[config.mk]
export PLATFORM = sky130hd
export DESIGN_NAME = pwrbar_top
export DESIGN_NICKNAME = d
export VERILOG_FILES = /design/src/rtl/pwrbar_pkg.sv /design/src/rtl/pwrbar_spi_rd.sv /design/src/rtl/pwrbar_bar_map.sv /design/src/rtl/pwrbar_blinker.sv /design/src/rtl/pwrbar_top.sv
export SDC_FILE = /design/constraint.sdc
export NUM_CORES = 1
export LEC_CHECK = 0
export BUFFER_PORTS_ARGS = -buffer_cell sky130_fd_sc_hd__buf_4
export CAP_MARGIN = 20
export CORE_ASPECT_RATIO = 1.1
export CORE_UTILIZATION = 40
export CTS_CLUSTER_DIAMETER = 50
export CTS_CLUSTER_SIZE = 28
export DETAILED_ROUTE_END_ITERATION = 8
export GPL_TIMING_DRIVEN = 0
export PLACE_DENSITY = 0.57
export SLEW_MARGIN = 10
export SYNTH_ARGS = -nofsm -noshare
export SYNTH_HDL_FRONTEND = slang
export SYNTH_HIERARCHICAL = 1
export SYNTH_SLANG_ARGS = --single-unit
[constraint.sdc]
create_clock -name clk -period 3.8 [get_ports clk]
set_input_delay 0.19 -clock clk [delete_from_list [all_inputs] [get_ports clk]]
set_output_delay 0.19 -clock clk [all_outputs]
set_load 0.1 [all_outputs]
[src/rtl/pwrbar_pkg.sv]
package pwrbar_pkg;

    localparam int SMP_W   = 12;
    localparam int FRAME_W = 16;
    localparam int LEAD_W  = FRAME_W - SMP_W;
    localparam int NUM_LVL = 5;
    localparam int CH_W    = 3;

    typedef logic [SMP_W-1:0]   sample_t;
    typedef logic [NUM_LVL-1:0] bar_t;
    typedef logic [FRAME_W-1:0] frame_t;

    typedef enum logic [1:0] {
        XF_IDLE,
        XF_SHIFT,
        XF_CLOSE
    } xfer_state_e;

    // Threshold ladder, lowest segment first.
    function automatic sample_t lvl_threshold(input int idx);
        sample_t t;
        case (idx)
            0:       t = sample_t'(250);
            1:       t = sample_t'(500);
            2:       t = sample_t'(1000);
            3:       t = sample_t'(2000);
            default: t = sample_t'(3000);
        endcase
        return t;
    endfunction

    // Strict greater-than against every rung.
    function automatic bar_t bar_of(input sample_t s);
        bar_t b;
        for (int i = 0; i < NUM_LVL; i++) begin
            b[i] = (s > lvl_threshold(i));
        end
        return b;
    endfunction

    // Command word: two zero bits, channel address, zero fill.
    function automatic frame_t cmd_word(input logic [CH_W-1:0] ch);
        return {2'b00, ch, {(FRAME_W-2-CH_W){1'b0}}};
    endfunction

endpackage

[src/rtl/pwrbar_spi_rd.sv]
module pwrbar_spi_rd
    import pwrbar_pkg::*;
#(
    parameter int             SCLK_HALF = 4,
    parameter logic [CH_W-1:0] ADC_CH   = '0
) (
    input  logic    clk,
    input  logic    rst,
    input  logic    start,
    input  logic    miso,
    output logic    sclk,
    output logic    cs_n,
    output logic    mosi,
    output sample_t sample,
    output logic    done,
    output logic    busy
);
    localparam int DIV_W = (SCLK_HALF > 1) ? $clog2(SCLK_HALF) : 1;
    localparam int BIT_W = $clog2(FRAME_W);
    localparam logic [DIV_W-1:0] DIV_LAST = DIV_W'(SCLK_HALF - 1);
    localparam logic [BIT_W-1:0] BIT_LAST = BIT_W'(FRAME_W - 1);
    localparam frame_t CMD = cmd_word(ADC_CH);

    xfer_state_e       state;
    logic [DIV_W-1:0]  div;
    logic [BIT_W-1:0]  bitn;
    sample_t           shreg;
    frame_t            cmd_sh;

    assign mosi = cmd_sh[FRAME_W-1];
    assign busy = (state != XF_IDLE);

    always_ff @(posedge clk) begin
        if (rst) begin
            state  <= XF_IDLE;
            sclk   <= 1'b0;
            cs_n   <= 1'b1;
            div    <= '0;
            bitn   <= '0;
            shreg  <= '0;
            cmd_sh <= '0;
            sample <= '0;
            done   <= 1'b0;
        end else begin
            done <= 1'b0;
            case (state)
                XF_IDLE: begin
                    if (start) begin
                        state  <= XF_SHIFT;
                        cs_n   <= 1'b0;
                        cmd_sh <= CMD;
                        div    <= '0;
                        bitn   <= '0;
                    end
                end
                XF_SHIFT: begin
                    if (div == DIV_LAST) begin
                        div <= '0;
                        if (!sclk) begin
                            sclk  <= 1'b1;
                            shreg <= {shreg[SMP_W-2:0], miso};
                        end else begin
                            sclk <= 1'b0;
                            if (bitn == BIT_LAST) begin
                                state <= XF_CLOSE;
                            end else begin
                                bitn   <= bitn + 1'b1;
                                cmd_sh <= {cmd_sh[FRAME_W-2:0], 1'b0};
                            end
                        end
                    end else begin
                        div <= div + 1'b1;
                    end
                end
                XF_CLOSE: begin
                    cs_n   <= 1'b1;
                    cmd_sh <= '0;
                    sample <= shreg;
                    done   <= 1'b1;
                    state  <= XF_IDLE;
                end
                default: state <= XF_IDLE;
            endcase
        end
    end
endmodule

[src/rtl/pwrbar_bar_map.sv]
module pwrbar_bar_map
    import pwrbar_pkg::*;
(
    input  logic    clk,
    input  logic    rst,
    input  logic    load,
    input  sample_t sample,
    output bar_t    leds
);
    always_ff @(posedge clk) begin
        if (rst) begin
            leds <= '0;
        end else if (load) begin
            leds <= bar_of(sample);
        end
    end
endmodule

[src/rtl/pwrbar_blinker.sv]
module pwrbar_blinker #(
    parameter int SLOW_LOG2 = 24,
    parameter int FAST_LOG2 = 22
) (
    input  logic clk,
    input  logic rst,
    input  logic ptt,
    output logic led
);
    localparam int W = SLOW_LOG2;
    localparam logic [W-1:0] SLOW_LIM = {W{1'b1}};
    localparam logic [W-1:0] FAST_LIM = {W{1'b1}} >> (SLOW_LOG2 - FAST_LOG2);

    logic [W-1:0] cnt;
    logic [W-1:0] lim;

    assign lim = ptt ? FAST_LIM : SLOW_LIM;

    always_ff @(posedge clk) begin
        if (rst) begin
            cnt <= '0;
            led <= 1'b0;
        end else if (cnt >= lim) begin
            cnt <= '0;
            led <= ~led;
        end else begin
            cnt <= cnt + 1'b1;
        end
    end
endmodule

[src/rtl/pwrbar_top.sv]
module pwrbar_top
    import pwrbar_pkg::*;
#(
    parameter int              POLL_LOG2 = 16,
    parameter int              SLOW_LOG2 = 24,
    parameter int              FAST_LOG2 = 22,
    parameter int              SCLK_HALF = 4,
    parameter logic [CH_W-1:0] ADC_CH    = '0
) (
    input  logic        clk,
    input  logic        rst,
    input  logic        adc_miso,
    input  logic        ptt,
    output logic        adc_sclk,
    output logic        adc_cs_n,
    output logic        adc_mosi,
    output logic [4:0]  level_led,
    output logic        status_led,
    output logic [11:0] power_sample
);
    logic [POLL_LOG2-1:0] poll_cnt;
    logic    poll_go;
    logic    xf_busy;
    logic    xf_done;
    sample_t smp;
    bar_t    bar;

    assign poll_go = (poll_cnt == {POLL_LOG2{1'b1}}) && !xf_busy;

    always_ff @(posedge clk) begin
        if (rst) poll_cnt <= '0;
        else     poll_cnt <= poll_cnt + 1'b1;
    end

    pwrbar_spi_rd #(
        .SCLK_HALF (SCLK_HALF),
        .ADC_CH    (ADC_CH)
    ) u_spi (
        .clk    (clk),
        .rst    (rst),
        .start  (poll_go),
        .miso   (adc_miso),
        .sclk   (adc_sclk),
        .cs_n   (adc_cs_n),
        .mosi   (adc_mosi),
        .sample (smp),
        .done   (xf_done),
        .busy   (xf_busy)
    );

    pwrbar_bar_map u_map (
        .clk    (clk),
        .rst    (rst),
        .load   (xf_done),
        .sample (smp),
        .leds   (bar)
    );

    pwrbar_blinker #(
        .SLOW_LOG2 (SLOW_LOG2),
        .FAST_LOG2 (FAST_LOG2)
    ) u_blink (
        .clk (clk),
        .rst (rst),
        .ptt (ptt),
        .led (status_led)
    );

    assign level_led    = bar;
    assign power_sample = smp;
endmodule

==> flow_summary.yaml, run 1 <==
outcome:
  status: "finished clean"
sta:
  setup_viol: 0
  rsz0062_at_grt: "false"
  post-route-period-util_pct: 64.3
  min_period_ns: 2.45
  tightest_slew_ns: 0.522
  relSlewSlack_pct: 65.2
  drv_slew: 0
  fin_setup_tns_ns: 0
  finClkSkew_ns: 0.0109
  fmax_mhz: 409
  hold_violations: 0
clocking:
  post_cts_resize_count: 0
  post-cts-setup-buffer-count: 0
  clkTransAtPathRegs_ns: 0.08
  cts_inserted_buffers: 9
  cts_tree: "built"
  clockBufferDepth: 2
  cts_hold_buf: 0
  htreeDepth: 3
  clock-sinks: 81
  clock_latency_ns: 0.35
  cts_root_buf: "clkbuf_8"
placed_design:
  hpwl_um: 5300
  dp.cells: 553
  portBuffers: 23
  place_congestion: 0.765
global_route:
  grt-ovfl-total: 0
  grt_max_degree: 15
  grt_pass1_wl_um: 13100
  antenna_found_initial: 0
  grt_pass1_vias: 2893
  grt_use_total_pct: 17.2
routing:
  drtAntennaViolNets: 0
  first_pass_iters: 5
  routedWlPerCell_um: 13.0
  drcViolationCount: 0
  vias: 2945
  drt-total-wl_um: 7380
  drtIter0Drc: 115
  routed_via_density: 5.18
setup_path:
  critPathKind: "register to register"
  start_kind: "register"
  cp_cell_sequence: "ha_1 > nand4_2 > nor2_1 > nand3_1 > nor3b_1 > nor3b_1 > o21bai_1 > a32o_1"
  cp_slowest_cell: "dfxtp_1"
  path_common_cell: "nor3b_1"
  required_ns: 4.04
  cp.arrival_ns: 2.68
  endpoint_kind: "register"
  r2r_slack_ns: 1.35
  path_buf_inv: 0
  worst_path_largest_cell_delay_ns: 0.41
  worstPathMaxFanout: 5
  cp_top_family: "simple AND/OR/NAND/NOR gates"
floorplan:
  start_util_pct: 42.2
  core.rowCount: 35
  pin_count: 25
  die_x_um: 92.5
  die_h_um: 102
  die_area_sq_um: 9400
  core_area_sq_um: 8540
logic_synthesis:
  avgSynthCellArea_sq_um: 8.61
  yosysTopAreaCellShare_pct: 45.0
  yosys-top-cells-area: "dfxtp_1 45%, nand2_1 6.8%, a21oi_1 4.9%, nor2_1 4.7%, xnor2_1 3.4%"
  ys_warn_count: 6
  synthFlopType: "dfxtp_1"
  synth_cell_types: 60
  synth_cells: 419
  ys_ff_latch: 81
  seq_area_frac_synth_pct: 45.0
  syn-num-nets: 429
  synth_top_cell_by_area: "dfxtp_1"
  async_flop_share_pct: 0
  synth_area_sq_um: 3610
  synth_edf_count: 0
power:
  peakVddDrop_mv: 0.203
  clkPwrFrac_pct: 45.6
  switching_share_pct: 21.0
  seq_power_share_pct: 51.9
  switchingPower_uw: 348
  p_comb_share_pct: 2.4
  p_leak_uw: 0.00143
  p_int_uw: 1310
  p_total_uw: 1650
  power_per_cell_area_nw_per_um2: 398
run:
  maxCapViolations: 0
finish:
  insertedDiodeCount: 0
  layout-drive-gt1-share_pct: 14.4
  nNetsFinal: 463
  syn_to_final_growth_pct: 15.4
  instances_no_fill: 569
hold_path:
  min-delay-path-class: "input port to register"
==> cells in the final DEF, fill, tap and decap left out, drive strengths merged, types with 6 or more instances in the layout <==
cell type	netlist	final
buf	10	33
nand3	21	21
nor2	45	45
and4	7	7
ha	6	6
nand4	11	11
xor2	11	11
dfxtp	81	81
o21ai	7	7
nand2	65	65
inv	15	15
or4	9	9
clkbuf	7	17
nor3	9	9
a21oi	35	35
xnor2	14	14
o31ai	6	6
==> worst paths after layout <==
check | startpoint | to | cells after the start
max | poll_cnt[0]$_SDFF_PP0_ | u_spi/bitn[1]$_SDFFE_PP0P_ | 8
min | adc_miso | u_spi/shreg[0]$_SDFFE_PP0P_ | 3
max reg2reg | poll_cnt[0]$_SDFF_PP0_ | u_spi/bitn[1]$_SDFFE_PP0P_ | 8
min reg2reg | u_spi/shreg[11]$_SDFFE_PP0P_ | u_spi/shreg[11]$_SDFFE_PP0P_ | 2
==> metal layers <==
layer | GRT usage (%) | routed length (um) | up-vias
li1 | - | - | 1539
met1 | 21.8 | 3540 | 1369
met2 | 29.1 | 3580 | 29
met3 | 2.70 | 143 | 8
met4 | 7.57 | 109 | 0
met5 | 0 | 0 | -
==> sequential cells by signal, indices dropped and copies added, names as in the netlist <==
register and count:
u_spi/state 2, u_spi/bitn 4, u_spi/cs_n 1, u_blink/led 1, u_spi/shreg 12, poll_cnt 16
u_map/leds 5, u_spi/sclk 1, u_blink/cnt 24, u_spi/done 1, u_spi/div 2, u_spi/sample 12
==> cell families after synthesis <==
| family | share of synthesized area (%) |
|---|---|
| and+or+nand+nor | 28.0 |
| DFF | 45.0 |
| AOI/OAI and AO/OA | 13.6 |
| buffers and inverters | 4.34 |
| xor gates and xnor gates | 6.07 |
| adders and majority gates | 2.08 |
| muxes | 0.902 |
| other | 0.104 |
==> power groups by stage <==
| stage | combinational, uW | clock [uW] | sequential [uW] |
|---|---|---|---|
| final | 40.4 | 755 | 859 |
| after CTS | 41.3 | 780 | 859 |
| after detailed placement | 41.1 | 0 | 879 |
| after global routing | 45.6 | 820 | 861 |
| after global placement | 40.5 | 0 | 879 |
| after floorplan | 29.3 | 0 | 878 |
==> worst reg2reg max path: stages (launching register included) <==
cell,delay (ns)
dfxtp_1,0.41
ha_1,0.25
nand4_2,0.21
nor2_1,0.21
nand3_1,0.10
nor3b_1,0.33
nor3b_1,0.41
o21bai_1,0.15
a32o_1,0.28
==> area by class of cell <==
type                    instances  area, sq um
fillers                       840         4380
multi-input cells             306         1830
flip-flops and latches         81         1620
repair buffers                 23          173
well taps                     111          139
clock buffers                  10          128
clock inverters                 6          116
plain buffers                  17          100
inverters                      15         56.3
==> per-stage QoR <==
stage / setup slack (ns) / instance area (sq um) / util, % / hold slack (ns)
final: 1.35 / 4160 / 48.7 / 0.0879
after global routing: 1.05 / 4160 / 48.7 / 0.0856
after CTS: 1.31 / 4160 / 48.7 / 0.0750
after detailed placement: 1.35 / 3920 / 45.9 / 0.445
after global placement: 1.32 / 3920 / 45.9 / 0.440
after floorplan: 1.69 / 3610 / - / 0.259
==> Yosys cell counts (3+ instances only) <==
cell,number
nor2b_1,4
or4_1,8
xor2_1,11
nor2_1,45
nand3_1,21
dfxtp_1,81
o31ai_1,6
buf_2,5
nand2_1,65
o21bai_1,4
xnor2_1,14
buf_6,3
nand4_1,9
and4_1,6
nor3_1,9
ha_1,6
o21ai_0,6
o211ai_1,4
a21oi_1,35
clkbuf_1,7
inv_1,15
(Power assumes the default switching activity.)
==> run 2: changes to the inputs <==
- ABC_AREA: unset -> 1
- PLACE_DENSITY: 0.57 -> 0.59
- clock period: 3.8 -> 2.2 ns (I/O delays scaled with it)
==> run 2 against run 1 <==
Flip-flop and latch count unchanged. Sequential power grew 72%. Non-clock buffer count is 9 lower. Synthesized area rose by 10%. Critical path type unchanged. Core utilization decreased by 1.1 points. Worst setup slack lost 1.1 ns.
==> flow_summary.yaml, run 2 <==
finish:
  final_cell_mix: "124 x nand2_1, 81 x dfxtp_1, 76 x nor2_1, 55 x inv_1"
  mostFrequentLayoutCell: "nand2_1"
  largest_reg_flops: 24
  largestRegisters: "u_blink/cnt: 24 flops, poll_cnt: 16 flops"
  largest-register: "u_blink/cnt"
  layout-drive-gt1-share_pct: 20.2
  insertedDiodeCount: 0
  syn_to_final_growth_pct: 13.8
  nNetsFinal: 583
  instances_no_fill: 695
power:
  power_per_cell_area_nw_per_um2: 627
  p_total_uw: 2830
  peakVddDrop_mv: 0.294
  p_leak_uw: 0.00171
setup_path:
  worst_r2r_path_depth: 12
  path_common_cell: "nand2_2"
  worstPathMaxFanout: 5
  path_buf_inv: 1
  start_kind: "register"
  r2r-start: "poll_cnt[0]$_SDFF_PP0_"
  cp_cell_sequence: "ha_1 > nand2_2 > nor2_4 > nand2_2 > inv_2 > nand2_2 > nor3_1 > nand3_2 > nand2_2 > nand2_2 > a21oi_1 > nor2_1"
  required_ns: 2.45
  r2r_end: "u_spi/bitn[1]$_SDFFE_PP0P_"
  worst_path_largest_cell_delay_ns: 0.38
  cp_slowest_cell: "dfxtp_1"
  cp_top_family: "simple AND/OR/NAND/NOR gates"
  endpoint_kind: "register"
  cp.arrival_ns: 2.17
  r2r_slack_ns: 0.28
  critPathKind: "register to register"
placed_design:
  portBuffers: 23
  dp.cells: 679
  dpl_worst_slack_ns: 0.290
  hpwl_um: 5960
  place_congestion: 0.875
sta:
  finClkSkew_ns: 0.0176
  rsz0062_at_grt: "false"
  setup_viol: 0
  min_period_ns: 1.92
  fmax_mhz: 522
  fin_setup_tns_ns: 0
  post-route-period-util_pct: 87.1
  drv_slew: 0
  fin_ws_ns: 0.283
  hold_violations: 0
hold_path:
  holdPathStages: 3
  min_from: "adc_miso"
  min_to: "u_spi/shreg[0]$_SDFFE_PP0P_"
  min-delay-path-class: "input port to register"
clocking:
  htreeDepth: 3
  clock-sinks: 81
  post-cts-setup-buffer-count: 0
  cts_inserted_buffers: 9
  cts_root_buf: "clkbuf_8"
  clkTransAtPathRegs_ns: 0.10
  cts_tree: "built"
  cts_hold_buf: 0
  clock_latency_ns: 0.36
  clockBufferDepth: 2
  post_cts_resize_count: 0
logic_synthesis:
  synth_area_sq_um: 3970
  synth.most_common_cell: "nand2_1"
  yosysTopAreaCellShare_pct: 40.9
  synthTopCellsByCount: "124 x nand2_1, 81 x dfxtp_1, 76 x nor2_1"
  synth_cell_types: 39
  ys_ff_latch: 81
  yosys-top-cells-area: "dfxtp_1 41%, nand2_1 12%, nor2_1 7.2%, inv_1 5.2%, a21oi_1 3.3%"
  synth_cells: 539
  avgSynthCellArea_sq_um: 7.36
  async_flop_share_pct: 0
  seq_area_frac_synth_pct: 40.9
  ys_warn_count: 6
  synth_top_cell_by_area: "dfxtp_1"
  syn-num-nets: 549
  synth_edf_count: 0
  synthFlopType: "dfxtp_1"
global_route:
  grt_use_met3_pct: 3.16
  grt-ovfl-total: 0
  grt_pass1_vias: 3201
  grt_use_total_pct: 16.4
  grt_max_degree: 17
  gr-usage-met1_pct: 19.5
  grt_pass1_wl_um: 13800
  use_met2_pct: 28.6
  grt_busiest_layer: "met2"
  antenna_found_initial: 0
floorplan:
  die_h_um: 106
  core_area_sq_um: 9490
  die_area_sq_um: 10300
  core.rowCount: 37
  pin_count: 25
  die_x_um: 97.0
  start_util_pct: 41.8
routing:
  vias: 3331
  drtIter0Drc: 126
  drtAntennaViolNets: 0
  routedWlPerCell_um: 11.3
  routed_via_density: 4.79
  drt-total-wl_um: 7860
  drcViolationCount: 0
  first_pass_iters: 4
run:
  maxCapViolations: 0
outcome:
  status: "finished clean"
[run 2: changes by cell type after synthesis, sizes merged, moves of 8 or more]
cell	previous run	this run
nand2	65	139
o21ai	7	30
nand4	11	2
nor2	45	101
or4	9	0
inv	15	64
xnor2	14	6
[run 2: worst max path at each step]
stage / from / slack [ns] / depth (start not counted) / end
3_3_place_gp: poll_cnt[0]$_SDFF_PP0_ / 0.32 / 12 / u_spi/bitn[1]$_SDFFE_PP0P_
3_5_place_dp: poll_cnt[0]$_SDFF_PP0_ / 0.29 / 12 / u_spi/bitn[1]$_SDFFE_PP0P_
5_1_grt: poll_cnt[0]$_SDFF_PP0_ / 0.06 / 12 / u_spi/bitn[1]$_SDFFE_PP0P_
6_report: poll_cnt[0]$_SDFF_PP0_ / 0.28 / 12 / u_spi/bitn[1]$_SDFFE_PP0P_
4_1_cts: poll_cnt[0]$_SDFF_PP0_ / 0.27 / 12 / u_spi/bitn[1]$_SDFFE_PP0P_
2_1_floorplan: u_spi/sample[9]$_SDFFE_PP0P_ / 0.40 / 6 / u_map/leds[3]$_SDFFE_PP0P_
[run 2: through the flow]
step	util [%]	cell area [sq um]	hold slack, ns
2_1_floorplan	-	3970	0.172
3_3_place_gp	45.2	4290	0.390
3_5_place_dp	45.2	4290	0.400
4_1_cts	47.6	4520	0.0111
5_1_grt	47.6	4520	0.0369
6_report	47.6	4520	0.0233
[run 2: kinds of logic after synthesis]
family          count (synthesis)  share of synthesized area [%]
flops                          81                           40.9
other cells                     1                         0.0945
buf+inv                        72                           8.17
fa+ha+maj                       6                           1.89
simple gates                  292                           34.5
xor+xnor                       12                           2.65
compound gates                 75                           11.8
[run 2: routing by layer]
| layer | share of wire [%] | routed length, um |
|---|---|---|
| met1 | 49 | 3840 |
| met2 | 47 | 3680 |
| met3 | 2.7 | 215 |
| met4 | 1.6 | 122 |
| met5 | 0 | 0 |
[run 2: power by group]
| group | internal, uW | switching [uW] | leakage, uW | total [uW] |
|---|---|---|---|---|
| logic | 31.1 | 56.8 | 0.000945 | 87.9 |
| clock network | 662 | 603 | 0.000117 | 1260 |
| registers | 1470 | 7.33 | 0.000653 | 1480 |
[run 2: layout make-up]
class | instances | area [sq um]
tap | 117 | 146
buffer | 8 | 83.8
clock buffer | 9 | 124
fill | 952 | 4970
multi-input combinational | 386 | 2020
timing repair buffer | 23 | 173
sequential | 81 | 1620
clock inverter | 7 | 106
inverter | 64 | 240
[run 2: worst register-to-register path, delay by kind of cell, from the launching register on]
kind            cells  cell delay [ns]
buf+inv             1             0.07
compound gates      1             0.12
flops               1             0.38
simple gates        9             1.03
fa+ha+maj           1             0.20
